--- src/rtl/wws_pkg.sv ---
package wws_pkg;
  typedef enum logic [2:0] {
    ST_RST,
    ST_HOLD,
    ST_PRE,
    ST_HIGH,
    ST_LOW
  } wws_state_e;

  localparam int unsigned PRE_SHIFT  = 2;  // wake delay = 4 units
  localparam int unsigned HALF_SHIFT = 2;  // each half cycle = 4 units
endpackage

--- src/rtl/wws_wdi_filter.sv ---
module wws_wdi_filter #(
  parameter int unsigned FILT_LEN = 3
) (
  input  logic clk_i,
  input  logic rst_ni,
  input  logic wdi_i,
  output logic fall_o
);
  localparam int unsigned CW = $clog2(FILT_LEN + 1);

  logic [1:0]    sync_q;
  logic          lvl_q;
  logic [CW-1:0] cnt_q;
  logic          fall_q;

  always_ff @(posedge clk_i or negedge rst_ni) begin
    if (!rst_ni) begin
      sync_q <= 2'b11;
      lvl_q  <= 1'b1;
      cnt_q  <= '0;
      fall_q <= 1'b0;
    end else begin
      sync_q <= {sync_q[0], wdi_i};
      if (sync_q[1] != lvl_q) begin
        if (cnt_q == CW'(FILT_LEN - 1)) begin
          lvl_q  <= sync_q[1];
          cnt_q  <= '0;
          fall_q <= ~sync_q[1];
        end else begin
          cnt_q  <= cnt_q + CW'(1);
          fall_q <= 1'b0;
        end
      end else begin
        cnt_q  <= '0;
        fall_q <= 1'b0;
      end
    end
  end

  assign fall_o = fall_q;

  assert_fall_single_R9: assert property (@(posedge clk_i) disable iff (!rst_ni)
    fall_o |=> !fall_o);
endmodule

--- src/rtl/wws_timer.sv ---
module wws_timer #(
  parameter int unsigned LEN_W = 20
) (
  input  logic             clk_i,
  input  logic             rst_ni,
  input  logic             clr_i,
  input  logic [LEN_W-1:0] len_i,
  output logic             done_o
);
  logic [LEN_W-1:0] cnt_q;

  always_ff @(posedge clk_i or negedge rst_ni) begin
    if (!rst_ni)    cnt_q <= '0;
    else if (clr_i) cnt_q <= '0;
    else            cnt_q <= cnt_q + LEN_W'(1);
  end

  assign done_o = (cnt_q == len_i - LEN_W'(1));

  assert_cnt_bound_R4: assert property (@(posedge clk_i) disable iff (!rst_ni)
    !clr_i |-> cnt_q < len_i);
endmodule

--- src/rtl/wdt_wake_seq.sv ---
module wdt_wake_seq
  import wws_pkg::*;
#(
  parameter int unsigned BASE_W   = 16,
  parameter int unsigned FILT_LEN = 3
) (
  input  logic              clk_i,
  input  logic              rst_ni,
  input  logic              wdi_i,
  input  logic              uv_i,
  input  logic              slow_i,
  input  logic [BASE_W-1:0] base_i,
  output logic              wake_o,
  output logic              host_rst_no
);
  localparam int unsigned UNIT_W = BASE_W + 2;
  localparam int unsigned LEN_W  = UNIT_W + 2;

  wws_state_e       state_q, state_d;
  logic             seen_q, seen_d;
  logic             fall, done, clr;
  logic [UNIT_W-1:0] base_eff, unit;
  logic [LEN_W-1:0]  len;

  wws_wdi_filter #(.FILT_LEN(FILT_LEN)) i_filter (
    .clk_i  (clk_i),
    .rst_ni (rst_ni),
    .wdi_i  (wdi_i),
    .fall_o (fall)
  );

  always_comb begin
    base_eff = (base_i == '0) ? UNIT_W'(1) : UNIT_W'(base_i);
    unit     = slow_i ? base_eff + (base_eff << 1) : base_eff;
    unique case (state_q)
      ST_PRE:           len = LEN_W'(unit) << PRE_SHIFT;
      ST_HIGH, ST_LOW:  len = LEN_W'(unit) << HALF_SHIFT;
      default:          len = LEN_W'(unit);
    endcase
  end

  wws_timer #(.LEN_W(LEN_W)) i_timer (
    .clk_i  (clk_i),
    .rst_ni (rst_ni),
    .clr_i  (clr),
    .len_i  (len),
    .done_o (done)
  );

  always_comb begin
    state_d = state_q;
    seen_d  = seen_q;
    unique case (state_q)
      ST_RST: begin
        seen_d = 1'b0;
        if (!uv_i) state_d = ST_HOLD;
      end
      ST_HOLD: begin
        seen_d = 1'b0;
        if (done) state_d = ST_PRE;
      end
      ST_PRE: begin
        seen_d = 1'b0;
        if (done) state_d = ST_HIGH;
      end
      ST_HIGH: begin
        if (fall) seen_d = 1'b1;
        if (done) state_d = ST_LOW;
      end
      ST_LOW: begin
        if (fall) seen_d = 1'b1;
        if (done) begin
          // cycle boundary: an edge in the last cycle still counts
          state_d = (seen_q || fall) ? ST_HIGH : ST_HOLD;
          seen_d  = 1'b0;
        end
      end
      default: state_d = ST_RST;
    endcase
    if (uv_i) begin
      state_d = ST_RST;
      seen_d  = 1'b0;
    end
  end

  assign clr = (state_d != state_q) || (state_q == ST_RST);

  always_ff @(posedge clk_i or negedge rst_ni) begin
    if (!rst_ni) begin
      state_q <= ST_RST;
      seen_q  <= 1'b0;
    end else begin
      state_q <= state_d;
      seen_q  <= seen_d;
    end
  end

  assign host_rst_no = (state_q == ST_PRE) || (state_q == ST_HIGH) || (state_q == ST_LOW);
  assign wake_o      = (state_q == ST_HIGH) && !seen_q;

  assert_uv_reset_R2: assert property (@(posedge clk_i) disable iff (!rst_ni)
    uv_i |=> (!host_rst_no && !wake_o));

  assert_no_wake_in_reset_R7: assert property (@(posedge clk_i) disable iff (!rst_ni)
    !host_rst_no |-> !wake_o);

  assert_trunc_hold_R5: assert property (@(posedge clk_i) disable iff (!rst_ni)
    (state_q == ST_HIGH && !wake_o) |=> !wake_o);

  assert_rise_source_R3: assert property (@(posedge clk_i) disable iff (!rst_ni)
    $rose(wake_o) |-> ($past(state_q) == ST_PRE || $past(state_q) == ST_LOW));

  assert_rst_release_R1: assert property (@(posedge clk_i) disable iff (!rst_ni)
    $rose(host_rst_no) |-> ($past(state_q) == ST_HOLD && !$past(uv_i)));
endmodule

--- config.mk ---
export PLATFORM = sky130hd
export DESIGN_NAME = wdt_wake_seq
export DESIGN_NICKNAME = d
export VERILOG_FILES = /design/src/rtl/wws_pkg.sv /design/src/rtl/wws_wdi_filter.sv /design/src/rtl/wws_timer.sv /design/src/rtl/wdt_wake_seq.sv
export SDC_FILE = /design/constraint.sdc
export NUM_CORES = 1
export LEC_CHECK = 0
export BUFFER_PORTS_ARGS = -buffer_cell sky130_fd_sc_hd__buf_4
export CAP_MARGIN = 25
export CORE_MARGIN = 8
export CORE_UTILIZATION = 40
export CTS_BUF_LIST = sky130_fd_sc_hd__clkbuf_8
export CTS_CLUSTER_SIZE = 10
export DETAILED_ROUTE_END_ITERATION = 6
export SYNTH_ARGS = -nofsm -noshare
export SYNTH_HDL_FRONTEND = slang
export SYNTH_SLANG_ARGS = --single-unit
export TNS_END_PERCENT = 10
--- constraint.sdc ---
create_clock -name clk_i -period 4.1 [get_ports clk_i]
set_clock_uncertainty 0.2 [all_clocks]
set_input_delay 1.025 -clock clk_i [delete_from_list [all_inputs] [get_ports clk_i]]
set_output_delay 1.025 -clock clk_i [all_outputs]
set_load 0.05 [all_outputs]
### Yosys cells after proc, flatten, opt, wreduce, memory -nomap -nowiden

Index checks and enable logic that the tools add are counted.

* logic and storage cells: 51
* register bits after elaboration: 30

* reductions and logical operators: 12
* multiplexer cells: 19
* add/subtract/negate cells: 4
* equality and inequality tests: 8
* bitwise gates (word level): 1

Operators with widths (count)
* $mux 20: 2
* $add 20x1->20 const B: 1
* $eq 20x20->1: 1
* $sub 20x1->20 const B: 1
* $add 16x17->18: 1
* $mux 18: 1
* $logic_not 16->1: 1
* $mux 16: 1
* $mux 3: 5
* $pmux 3 s5: 1
* $eq 3x2->1 const B: 2
* $mux 2: 3
* $reduce_or 3->1: 2
* $mux 1: 5
* $logic_or 1x1->1: 4
* $reduce_bool 4->1: 1
* $eq 3x1->1 const B: 1
* $eq 3x3->1 const B: 1
* $logic_not 3->1: 1
* $ne 3x3->1: 1
* $pmux 1 s3: 1
* $add 2x1->2 const B: 1
* $eq 2x2->1 const B: 1
* $reduce_and 2->1: 1
* 4 further kinds: 4

### Longest topological paths before layout

* depth after elaboration: 13
* depth in mapped cells: 22
* mapped depth without buffers: 20

### Hierarchy

A second synthesis with hierarchy kept.

* cell total of the unflattened synthesis: 429
* area, all modules: 3468.3 sq um

By module, submodules not included
* wdt_wake_seq: area each 1650.3 sq um, instances 1, cells an instance 229
* wws_timer: area each 1606.5 sq um, instances 1, cells an instance 188
* wws_wdi_filter: area each 211.5 sq um, instances 1, cells an instance 12

### Worst setup path before layout

OpenSTA, ideal clock, no wires.

* path kind: input-to-reg
* start point: input base_i[8]
* end point: register state_q[2]
* setup slack: -1673 ps
* stages: 20
* library setup time: 77 ps
* arrival time: 5496 ps
* data required time: 3823 ps
* buffers on the path: 1
* cell sequence: inv_1 -> ha_1 -> nand4_1 -> nor3_1 -> clkbuf_1 -> nor2_1 -> fa_1 -> a211oi_2 -> nor4_1 -> a211o_1 -> or3_4 -> a21oi_4 -> and4b_1 -> nor3b_2 -> nand2_1 -> o41ai_2 -> or2_2 -> nand4_4 -> or3_1 -> a21oi_1

* cells in the longest elaborated chain, start to end: 10

Ends and longest elaborated chain
* from (decl): line wdt_wake_seq.sv:12 `input logic [BASE_W-1:0] base_i,`
* $logic_not 16->1: line wdt_wake_seq.sv:33 `base_eff = (base_i == '0) ? UNIT_W'(1) : UNIT_W'(base_i);`
* $mux 16 *: line wdt_wake_seq.sv:33
* $add 16x17->18: line wdt_wake_seq.sv:34 `unit = slow_i ? base_eff + (base_eff << 1) : base_eff;`
* $mux 18 *: line wdt_wake_seq.sv:34
* $mux 20 *: line wdt_wake_seq.sv:35 `unique case (state_q)`
* $sub 20x1->20 *: line wws_timer.sv:18 `assign done_o = (cnt_q == len_i - LEN_W'(1));`
* $eq 20x20->1 *: line wws_timer.sv:18
* $mux 3, on equally long branches
* $pmux 3 s5 *: line wdt_wake_seq.sv:53 `unique case (state_q)`
* $mux 3 *: line wdt_wake_seq.sv:80 `if (uv_i) begin`
* named net state_d[2]: line wdt_wake_seq.sv:19 `wws_state_e state_q, state_d;`
* to (signal assigned): line wdt_wake_seq.sv:93 `state_q <= state_d;`
* to (decl): line wdt_wake_seq.sv:19

The timed path passes the listed nets; every way through them passes the cells marked *.
A chain may end at the register's enable or synchronous reset.

### Worst setup path after layout

* start point: input base_i[13]
* end point: register state_q[0]

Same word-level chain as after synthesis.

==> impl_metrics.json <==
{
  "reg2reg_to": "state_q[0]",
  "min_path_type": "reg2reg",
  "synth_ff_type": "dfrtp_1",
  "path_clk_slew_ps": 60,
  "finalSetupViolCount": 24,
  "wl_per_cell_um": 15.2,
  "worst_pin_slew_ps": 598,
  "drt-initial-drc-count": 188,
  "vias_per_cell": 5.45,
  "setup_ws_ps": -1110,
  "leakagePower_nw": 2.57,
  "hold_buffers": 0,
  "cp_data_arrival_time_ps": 5230,
  "gp_congestion": 0.866,
  "cts_tree": "yes",
  "synthCells": 520,
  "crit_fanout": 5,
  "yosysMostFrequentCell": "nor2_1",
  "die_x_um": 117,
  "rows": 37,
  "vias": 4437,
  "slew_headroom_pct": 59.0,
  "htree_levels": 2,
  "coreArea_um2": 10100,
  "fin_crit_sh_pct": 127,
  "synth_cell_types": 98,
  "maxCapViolations": 0,
  "final_area_um2": 5750,
  "cts.sinks": 30,
  "ff2ff_path_depth": 18,
  "power.total_mw": 1.20,
  "critPathCaptureType": "register",
  "root_buffer": "clkbuf_8",
  "grt_max_degree": 31,
  "ir_worst_vdd_v": 0.000261,
  "detail-route-antenna-nets": 0,
  "slew_violations": 0,
  "antenna_found_initial": 0,
  "setup_tns_ps": -23480,
  "worstSkewPairLatency_ps": 290,
  "synth.area.top_cells": "dfrtp_1 16%, ha_1 7.3%, nor2_1 6.0%",
  "rsz0062_at_grt": "true",
  "synthToLayoutAreaGrowth_pct": 40.0,
  "max_freq_ghz": 0.192,
  "utilization_pct": 56.7,
  "overflow": 0,
  "nNetsFinal": 723,
  "synth_edf_count": 0,
  "violations": "setup timing",
  "ioPinCount": 23,
  "routed_wl_um": 12400,
  "drc": 0,
  "grt_pass1_vias": 4478,
  "grt.total_usage_pct": 17.7,
  "dieHeight_um": 117,
  "cts_buffers": 5,
  "ff2ff_setup_slack_ps": 20,
  "ys_ff_latch": 30,
  "crit_type": "in2reg",
  "synth.top_cell.area_share_pct": 16.4,
  "hpwlAfterDp_um": 10000,
  "crit_end": "state_q[0]",
  "critPathLaunch": "base_i[13]",
  "antenna_cells": 0,
  "grt_pass1_wl_um": 20900,
  "cp.required_ps": 4120,
  "synth_warnings": 0,
  "yosys.area.top_type": "dfrtp_1",
  "start_util_pct": 40.5,
  "synthArstFlopShare_pct": 100,
  "synth_commonest_cells": "66 x nor2_1, 42 x nand2_1, 33 x a21oi_1",
  "first_pass_iters": 5,
  "die_area_um2": 13800,
  "rr_startpoint": "state_q[2]",
  "period_needed_ps": 5210,
  "layout-drive-gt1-share_pct": 37.6,
  "syn_area_um2": 4110,
  "syn-num-nets": 566,
  "cp-start-kind": "primary input",
  "outcome": "complete, but fails checks",
  "ys_seq_area_share_pct": 18.4,
  "hold_viol": 0,
  "post_dp_cell_area_um2": 5510,
  "powerDensity_nw_per_um2": 209,
  "avgSynthCellArea_um2": 7.90,
  "cts_max_path_buffers": 2,
  "port_buffers": 22
}
==> per-stage QoR <==
stage	cells	hold WS [ps]	worst slack, ps
5_1_grt	814	165	-1350
2_1_floorplan	520	145	-1140
3_3_place_gp	800	153	-1500
3_5_place_dp	800	152	-1520
6_report	814	157	-1110
4_1_cts	812	160	-1130
==> power breakdown <==
part / total (mW) / switching, mW / leakage [nW] / internal, mW
clock: 0.242 / 0.109 / 0.0524 / 0.133
combinational: 0.626 / 0.306 / 2.12 / 0.320
sequential: 0.336 / 0.0158 / 0.404 / 0.320
total: 1.20 / 0.431 / 2.57 / 0.772
==> how the worst min path moves through the flow <==
stage	to	from	cells past startpoint	slack [ps]
after detailed placement	i_filter.sync_q[1]	i_filter.sync_q[0]	0	150
after CTS	i_filter.sync_q[1]	i_filter.sync_q[0]	0	160
after global placement	i_filter.sync_q[1]	i_filter.sync_q[0]	0	150
after floorplan	i_filter.sync_q[1]	i_filter.sync_q[0]	0	150
after global routing	i_filter.sync_q[1]	i_filter.sync_q[0]	0	160
final	i_filter.sync_q[1]	i_filter.sync_q[0]	0	160
==> state kept, by name, summed over array words and instances, names as in the netlist <==
signal / flops
seen_q: 1
i_filter.lvl_q: 1
i_filter.cnt_q: 2
i_filter.fall_o: 1
state_q: 3
i_timer.cnt_q: 20
i_filter.sync_q: 2
==> critical path, cell delays in order <==
cell       delay [ps]
buf_12            110
inv_12             40
ha_4              110
nand4_1           220
nor3_4            230
buf_6             150
nor2_4             50
fa_2              370
a211oi_4          320
nor4_2            110
a211o_1           330
o22ai_1           260
o2111ai_2         240
nor2_2            180
nand3b_1          110
a221o_1           310
a21oi_1           140
and4_4            270
nand4_4           160
a2111o_1          440
nand2_1            60
==> placed cells by master (no fill, tap or decap), types with 4 or more instances in the layout <==
cell type / n
nor2_1: 65
nor3_1: 8
a31oi_1: 5
dfrtp_1: 27
nand3b_1: 4
mux2i_1: 5
nand2b_1: 6
nand3_1: 22
xnor2_1: 25
buf_4: 160
or3_1: 4
clkbuf_8: 6
nand2_1: 41
a21oi_1: 33
o22ai_1: 6
ha_1: 19
o31ai_1: 4
ha_4: 4
and3_1: 7
o211ai_1: 9
xor2_1: 23
o21a_1: 6
nor3b_1: 7
inv_1: 11
nor2b_1: 4
inv_2: 4
buf_6: 9
a211o_1: 5
o21ai_1: 4
o21ai_0: 18
nand4_1: 9
==> layout make-up <==
| type | instances | area (µm²) |
|---|---|---|
| Clock inverter | 2 | 8.76 |
| Sequential cell | 30 | 754 |
| Tap cell | 136 | 170 |
| Clock buffer | 6 | 82.6 |
| Fill cell | 934 | 4390 |
| Timing Repair Buffer | 170 | 1320 |
| Multi-Input combinational cell | 448 | 3290 |
| Inverter | 22 | 128 |
==> logic make-up (layout without fill, tap and decap cells) <==
kind of cell / after synthesis / count (layout) / synth area share, %
AND/OR/NAND/NOR: 217 / 218 / 28.2
AO/OA/AOI/OAI: 147 / 147 / 26.9
XOR/XNOR: 50 / 50 / 11.0
buffers and inverters: 43 / 200 / 5.66
flip-flops: 30 / 30 / 18.4
adder cells (fa/ha/maj): 25 / 25 / 7.80
multiplexers: 8 / 8 / 2.13
==> what timing repair did <==
action,in CTS,in global routing
cloned,1,0
setup buffers,3,2
pin swaps,9,5
endpoints found under the setup margin,24,24
gates resized for setup,14,13
==> layer usage <==
| layer | GRT usage [%] | routed length [µm] | vias up |
|---|---|---|---|
| met2 | 31.3 | 5980 | 97 |
| met5 | 0 | 0 | - |
| met3 | 2.01 | 498 | 18 |
| li1 | - | - | 2235 |
| met1 | 21.9 | 5670 | 2087 |
| met4 | 5.27 | 222 | 0 |
Note: power is estimated with default switching activity, not from simulation.
